<file path="src/rtl/ppa_pkg.sv">
package ppa_pkg;

    typedef enum logic [1:0] {
        OP_AND  = 2'b00,
        OP_XOR  = 2'b01,
        OP_ADD  = 2'b10,
        OP_ZERO = 2'b11
    } op_e;

    // Group combine of a (generate, propagate) pair with the lower pair
    // adjacent to it. Returns {G, P}.
    function automatic logic [1:0] pg_merge(input logic g_hi, input logic p_hi,
                                            input logic g_lo, input logic p_lo);
        pg_merge = {g_hi | (p_hi & g_lo), p_hi & p_lo};
    endfunction

endpackage

</file>
<file path="src/rtl/ppa_pg_stage.sv">
module ppa_pg_stage #(
    parameter int WIDTH = 8
) (
    input  logic [WIDTH-1:0] a,
    input  logic [WIDTH-1:0] b,
    output logic [WIDTH-1:0] gen,
    output logic [WIDTH-1:0] prop
);

    for (genvar i = 0; i < WIDTH; i++) begin : g_bit
        assign gen[i]  = a[i] & b[i];
        assign prop[i] = a[i] ^ b[i];
    end

endmodule

</file>
<file path="src/rtl/ppa_prefix_tree.sv">
module ppa_prefix_tree #(
    parameter int WIDTH = 8
) (
    input  logic [WIDTH-1:0] gen,
    input  logic [WIDTH-1:0] prop,
    output logic [WIDTH-1:0] carry_in_vec,   // carry into each bit
    output logic             carry_top       // carry out of the MSB
);
    import ppa_pkg::*;

    localparam int LEVELS = $clog2(WIDTH);

    // level l holds group terms whose span is 2**l bits ending at bit i
    logic [WIDTH-1:0] grp_g [LEVELS+1];
    logic [WIDTH-1:0] grp_p [LEVELS+1];

    assign grp_g[0] = gen;
    assign grp_p[0] = prop;

    for (genvar l = 0; l < LEVELS; l++) begin : g_level
        localparam int DIST = 1 << l;
        for (genvar i = 0; i < WIDTH; i++) begin : g_node
            if (i >= DIST) begin : g_black
                logic [1:0] merged;
                assign merged          = pg_merge(grp_g[l][i], grp_p[l][i],
                                                  grp_g[l][i-DIST], grp_p[l][i-DIST]);
                assign grp_g[l+1][i]   = merged[1];
                assign grp_p[l+1][i]   = merged[0];
            end else begin : g_pass
                // span already reaches bit 0; carry-in is zero so P is dead
                assign grp_g[l+1][i]   = grp_g[l][i];
                assign grp_p[l+1][i]   = 1'b0;
            end
        end
    end

    assign carry_in_vec = {grp_g[LEVELS][WIDTH-2:0], 1'b0};
    assign carry_top    = grp_g[LEVELS][WIDTH-1];

    logic unused_p;
    assign unused_p = |grp_p[LEVELS];

endmodule

</file>
<file path="src/rtl/ppa_sum_select.sv">
module ppa_sum_select #(
    parameter int WIDTH = 8
) (
    input  logic [1:0]       op_sel,
    input  logic [WIDTH-1:0] gen,
    input  logic [WIDTH-1:0] prop,
    input  logic [WIDTH-1:0] carry_in_vec,
    input  logic             carry_top,
    output logic [WIDTH-1:0] result,
    output logic             carry_out
);
    import ppa_pkg::*;

    logic [WIDTH-1:0] sum_bits;
    assign sum_bits = prop ^ carry_in_vec;

    always_comb begin
        result    = '0;
        carry_out = 1'b0;
        unique case (op_e'(op_sel))
            OP_AND:  result = gen;
            OP_XOR:  result = prop;
            OP_ADD: begin
                result    = sum_bits;
                carry_out = carry_top;
            end
            OP_ZERO: begin
                result    = '0;
                carry_out = 1'b0;
            end
            default: begin
                result    = '0;
                carry_out = 1'b0;
            end
        endcase
    end

endmodule

</file>
<file path="src/rtl/ppa_logic_unit.sv">
module ppa_logic_unit #(
    parameter int WIDTH   = 8,
    parameter bit REG_OUT = 1'b1
) (
    input  logic             clk,
    input  logic             rst_n,
    input  logic [1:0]       op_sel,
    input  logic [WIDTH-1:0] a,
    input  logic [WIDTH-1:0] b,
    output logic [WIDTH-1:0] result,
    output logic             carry_out
);
    import ppa_pkg::*;

    localparam int SUMW = WIDTH + 1;

    typedef struct packed {
        logic [WIDTH-1:0] res;
        logic             cy;
    } out_t;

    logic [WIDTH-1:0] gen, prop, carry_in_vec, sel_res;
    logic             carry_top, sel_cy;

    ppa_pg_stage #(.WIDTH(WIDTH)) u_pg (
        .a    (a),
        .b    (b),
        .gen  (gen),
        .prop (prop)
    );

    ppa_prefix_tree #(.WIDTH(WIDTH)) u_tree (
        .gen          (gen),
        .prop         (prop),
        .carry_in_vec (carry_in_vec),
        .carry_top    (carry_top)
    );

    ppa_sum_select #(.WIDTH(WIDTH)) u_sel (
        .op_sel       (op_sel),
        .gen          (gen),
        .prop         (prop),
        .carry_in_vec (carry_in_vec),
        .carry_top    (carry_top),
        .result       (sel_res),
        .carry_out    (sel_cy)
    );

    // reference sum across the three separate stages
    logic [SUMW-1:0] ref_sum;
    assign ref_sum = {1'b0, a} + {1'b0, b};
    always_comb begin
        if (op_sel == OP_ADD) begin
            AST_PREFIX_SUM: assert ({sel_cy, sel_res} == ref_sum);
        end
    end

    out_t out_d;
    always_comb begin
        out_d     = '0;
        out_d.res = sel_res;
        out_d.cy  = sel_cy;
    end

    if (REG_OUT) begin : g_reg
        out_t out_q;
        always_ff @(posedge clk or negedge rst_n) begin
            if (!rst_n) out_q <= '0;
            else        out_q <= out_d;
        end
        assign result    = out_q.res;
        assign carry_out = out_q.cy;

        AST_AND_PASS: assert property (@(posedge clk) disable iff (!rst_n)
            (op_sel == OP_AND) |=> (result == $past(a & b)));
        AST_XOR_PASS: assert property (@(posedge clk) disable iff (!rst_n)
            (op_sel == OP_XOR) |=> (result == $past(a ^ b)));
        AST_ZERO_CODE: assert property (@(posedge clk) disable iff (!rst_n)
            (op_sel == OP_ZERO) |=> (result == '0 && !carry_out));
        AST_CARRY_ONLY_ADD: assert property (@(posedge clk) disable iff (!rst_n)
            (op_sel != OP_ADD) |=> !carry_out);
    end else begin : g_comb
        assign result    = out_d.res;
        assign carry_out = out_d.cy;
        logic unused_clk;
        assign unused_clk = clk ^ rst_n;
    end

endmodule

</file>
<file path="config.mk">
export PLATFORM = sky130hd
export DESIGN_NAME = ppa_logic_unit
export DESIGN_NICKNAME = d
export VERILOG_FILES = /design/src/rtl/ppa_pkg.sv /design/src/rtl/ppa_pg_stage.sv /design/src/rtl/ppa_prefix_tree.sv /design/src/rtl/ppa_sum_select.sv /design/src/rtl/ppa_logic_unit.sv
export SDC_FILE = /design/constraint.sdc
export NUM_CORES = 1
export LEC_CHECK = 0
export CORE_MARGIN = 3
export CORE_UTILIZATION = 54
export DETAILED_ROUTE_END_ITERATION = 8
export DONT_BUFFER_PORTS = 1
export PLACE_DENSITY = 0.7
export REMOVE_ABC_BUFFERS = 1
export SLEW_MARGIN = 40
export SYNTH_ARGS = -nofsm -noshare
export SYNTH_HDL_FRONTEND = slang
export SYNTH_SLANG_ARGS = --single-unit
</file>
<file path="constraint.sdc">
create_clock -name clk -period 0.8 [get_ports clk]
set_input_delay 0.08 -clock clk [delete_from_list [all_inputs] [get_ports clk]]
set_output_delay 0.08 -clock clk [all_outputs]
set_load 0.005 [all_outputs]
</file>
# [Word-level counts from Yosys, hierarchy flattened]
# Cells that the tools add are included.
[word_totals] reg_bits=9 inputBits=20 word_cells=69
[op_classes] n_eq_ne=3 muxes=2 n_bitwise=61 reduce_logical=1
[ops] cell="1-bit bitwise AND" n=35
[ops] cell="8-bit case mux with 4 select lines" n=1
[ops] cell="1-bit bitwise OR" n=17
[ops] cell="1-bit bitwise XOR" n=8
[ops] cell="8-bit bitwise XOR" n=1
[ops] cell="2-bit == test, second input constant" n=2
[ops] cell="2-bit by 1-bit == test with 1-bit output, second input constant" n=1
[ops] cell="2-bit zero test" n=1
[ops] cell="1-bit 2-to-1 mux" n=1

# [Logic depth before layout (Yosys ltp)]
[depth] word_depth=8 mapped_depth=9

# [Modules after synthesis]
# Synthesis repeated with hierarchy kept, for this count alone.
[hier_totals] hier_cells=60 area_unflattened_um2=706.9
[by_module_without_submodules] module="ppa_sum_select" n_inst=1 cells_each=28 area_each_um2=267.8
[by_module_without_submodules] module="ppa_logic_unit" n_inst=1 cells_each=9 area_each_um2=225.2
[by_module_without_submodules] module="ppa_prefix_tree" n_inst=1 cells_each=15 area_each_um2=113.9
[by_module_without_submodules] module="ppa_pg_stage" n_inst=1 cells_each=8 area_each_um2=100.1

# [Least setup slack after synthesis]
# OpenSTA, ideal clock, no wires.
[synth_path] path_type="in2reg" start="in a[0]" end="reg g_reg.out_q (netlist bit carry_out)" setup_time_ps=88 arrival_ps=1324 required_time_ps=712 setup_slack_ps=-612 stages=9 n_path_buf=0 path_cell_list="ha_1 inv_1 fa_1 nor2b_1 o21ai_0 nand2b_1 a21oi_1 o21ai_0 nor3b_1"
[synth_via] elab_chain_len=8
[synth_rtl] item="from (decl)" line_no="ppa_logic_unit.sv:8" rtl="input logic [WIDTH-1:0] a,"
[synth_rtl] item="1-bit bitwise AND" line_no="ppa_pg_stage.sv:11" rtl="assign gen[i] = a[i] & b[i];"
[synth_rtl] item="1-bit bitwise AND" line_no="ppa_pkg.sv:14" rtl="pg_merge = {g_hi | (p_hi & g_lo), p_hi & p_lo};"
[synth_rtl] item="1-bit bitwise OR" line_no="ppa_pkg.sv:14"
[synth_rtl] item="1-bit bitwise AND" line_no="ppa_pkg.sv:14"
[synth_rtl] item="1-bit bitwise OR" line_no="ppa_pkg.sv:14"
[synth_rtl] item="1-bit bitwise AND" line_no="ppa_pkg.sv:14"
[synth_rtl] item="1-bit bitwise OR" line_no="ppa_pkg.sv:14"
[synth_rtl] item="1-bit 2-to-1 mux" line_no="ppa_sum_select.sv:20" rtl="unique case (op_e'(op_sel))"
[synth_rtl] item="via sel_cy" line_no="ppa_logic_unit.sv:23" rtl="logic carry_top, sel_cy;"
[synth_rtl] item="to (signal assigned)" line_no="ppa_logic_unit.sv:69" rtl="else out_q <= out_d;"
[synth_rtl] item="to (decl)" line_no="ppa_logic_unit.sv:66" rtl="out_t out_q;"
# The timed path passes the listed nets, and every way through them passes these cells.

# [Worst setup path after layout]
[layout_path] start="in a[0]" end="reg g_reg.out_q (netlist bit result[6])"
[layout_via] elab_chain_len=7
[layout_rtl] item="1-bit bitwise AND" line_no="ppa_pg_stage.sv:11"
[layout_rtl] item="1-bit bitwise AND" line_no="ppa_pkg.sv:14"
[layout_rtl] item="1-bit bitwise OR" line_no="ppa_pkg.sv:14"
[layout_rtl] item="1-bit bitwise AND" line_no="ppa_pkg.sv:14"
[layout_rtl] item="1-bit bitwise OR" line_no="ppa_pkg.sv:14"
[layout_rtl] item="8-bit bitwise XOR" line_no="ppa_sum_select.sv:15" rtl="assign sum_bits = prop ^ carry_in_vec;"
[layout_rtl] item="8-bit case mux with 4 select lines" line_no="ppa_sum_select.sv:20"
[layout_rtl] item="via sel_res[6]" line_no="ppa_logic_unit.sv:22" rtl="logic [WIDTH-1:0] gen, prop, carry_in_vec, sel_res;"
# The timed path passes the listed nets, and every way through them passes these cells.

==> summary.md <==
| Metric | Value |
|---|---|
| Layout cells sized above 1 | 33.00% |
| Vias | about 680 |
| Port Buffer Count | 0 |
| CP Buf/Inv Count | 1 |
| Power Total | 1.380 mW |
| Syn Inst Count | 81 |
| Layout area overhead | 34.45% |
| Worst VDD drop | 814.7 uV |
| Reg clk slew, reported paths | 0.06 ns |
| Final Max Tran Viols | 0 |
| # diodes | 0 |
| Setup-failing EPs final | 8 |
| Synth area leader | dfrtp_1 |
| Number of stages on the worst setup path | 9 |
| Drt first pass iters | 4 |
| Placed instance area | 807.0 sq um |
| Worst path required time | 0.95 ns |
| Hold crit path type | in -> reg |
| Worst-Margin Slew | 0.5807 ns |
| Largest cells by area after synthesis | dfrtp_1, ha_1, o21ai_0 |
| FILL cells | 71 |
| Critical path's largest stage delay | around 0.34 ns |
| Failing checks | setup timing |
| Die ar. | 1790 sq um |
| Rel. slew slack | between 60% and 70% |
| Antenna Nets Post-Route | 0 |
| Ys Warns | 0 |
| Hpwl dp | around 1200 um |
| Total GRT Usage | between 20% and 30% |
| Max Cap Viol | 0 |
| Initial Util | 60.79% |
| CTS Buffer Depth | 2 |
| Area of the core | approximately 1200 sq um |
| Worst setup margin | -0.4746 ns |
| Vias in the first global route | approximately 720 |
| Post-synth top area share | around a third |
| Total CTS buffers | 3 |
| Fin crit share | 159.3% |
| RSZ-0062 raised after global routing | true |
| Layout Nets | 130 |
| Syn_area_per_cell | 8.789 sq um |
| Slowest CP cell | fa_2 |
| Util after Layout | 81.73% |
| Die height | 42.31 um |
| Worst-path cell chain | ha_4, inv_2, fa_2, nor2b_1, o21ai_1, a21oi_1, nor2_1, xor2_1, o21ai_0 |
| Root Buffer | clkbuf_4 |
| #FFs+latches synth | 9 |
| Post-route cell area | around 960 sq um |
| Gp weighted congestion | 0.8299 |
| Clock sink count | 9 |
| CTS tree | built |
| First-pass GRT wire length | 3063 um |
| Post-Synthesis Cell Area | 711.9 sq um |
| Delay-heaviest family, CP | compound AO/OA/AOI/OAI gates |
| Sequential element share of the synthesized area | 31.63% |
| Largest net degree at the start of global routing | 11 |
| Initial antenna violation count | 0 |
| I/O pin count | 29 |
| Commonest non-fill, non-tap cell in the layout | buf_4 |
| Critical path class | in -> reg |
| Setup crit end kind | flip-flop |
| Worst Path Arrival | ~1.4 ns |
| Final hold violation count | 0 |
| Fmax | 0.7846 GHz |
| Setup TNS | -2.185 ns |
| H-tree levels | 1 |
| Iter 0 DRT Violations | 24 |
| Most frequent cells in the layout | buf_4, dfrtp_1, o21ai_1, nor2_1, nand2_1 |
| Die X | 42.31 um |
| Post-Place Worst Slack | -0.7588 ns |
| Drt wl/cell | ~17 um |
| Count of different cell masters after synthesis | 25 |
| Drt via density | 5.947 |
| Final min period | 1.275 ns |
| PwrDens | 1442 nW/um^2 |
| Peak fanout along the critical path | 2 |
| Min-Delay Path Depth | 2 |
| Residual DRC | 0 |
| Final WL | 1916 um |
| Grt total ovfl | 0 |
| Leak | 0.4487 nW |
| Element type at the critical path start | input port |
| Rows | 12 |
| Outcome | finished, violations left |
==> registers in the layout, summed over array words and instances, names as in the netlist <==
register / cells
carry_out: 1
result: 8
==> Yosys cell counts <==
master and count:
nand2_1 7, inv_1 5, fa_1 1, xor2_1 2, o21ai_0 12, mux2i_1 3
ha_1 8, nor3b_1 1, dfrtp_1 9, nor3_2 1, nor2_1 7, nor2b_1 4
o22ai_1 1, buf_2 1, buf_6 1, a22oi_1 2, o21ai_2 1, clkbuf_1 1
nand2b_1 2, a21oi_1 2, a211oi_1 1, a21o_1 2, nand3_1 1, xnor2_1 3
a31oi_1 3
==> worst paths after layout <==
kind                       slack, ns       from        end
max in group asynchronous       0.34      rst_n  result[5]
worst min-delay path            0.03  op_sel[1]  result[3]
min in group asynchronous       0.18      rst_n  result[4]
worst max-delay path           -0.47       a[0]  result[6]
==> through the flow <==
step                std cells  hold WS, ns
floorplan                  78      -0.2156
global placement          105      -0.2154
detailed placement        105      -0.2154
CTS                       114      0.03066
global route              114      0.01807
finish                    114      0.02759
==> layout make-up <==
| class | count | area, sq um | area share [%] |
|---|---|---|---|
| Multi-Input combinational cell | 64 | 521.8 | 54.51 |
| Timing Repair Buffer | 18 | 147.6 | 15.42 |
| Clock buffer | 4 | 26.28 | 2.745 |
| Sequential cell | 9 | 225.2 | 23.53 |
| Inverter | 5 | 18.77 | 1.961 |
| Tap cell | 14 | 17.52 | 1.830 |
==> cell families after synthesis <==
| group | Yosys count | share of synthesized area, % |
|---|---|---|
| adders and majority gates | 9 | 16.87 |
| buffers and inverters | 8 | 5.447 |
| and+or+nand+nor | 23 | 15.82 |
| AOI/OAI and AO/OA | 24 | 19.86 |
| DFF | 9 | 31.64 |
| xor gates and xnor gates | 5 | 6.152 |
| muxes | 3 | 4.218 |
==> routing by layer <==
metal / part of all wire, % / track usage, % / up-vias
li1: - / - / 322
met1: 42 / 27.97 / 318
met2: 50 / 34.04 / 36
met3: 7.6 / 3.863 / 2
met4: 0.42 / 11.18 / 0
met5: 0 / 0 / -
==> power by group <==
part / switching [mW] / internal (mW) / leakage, nW / total [mW]
registers: 0.0249 / 0.506 / 0.115 / 0.531
logic: 0.248 / 0.264 / 0.318 / 0.512
clock network: 0.146 / 0.191 / 0.0150 / 0.337
total: 0.419 / 0.961 / 0.449 / 1.38
==> what timing repair did <==
item,4_1_cts,5_1_grt
setup endpoints to repair,8,8
hold buffers,2,0
hold endpoints to repair,14,0
cloned,0,0
pin swaps,11,7
setup buffers,3,1
gates resized for setup,19,7
No activity file was read; power rests on OpenSTA's default activity.
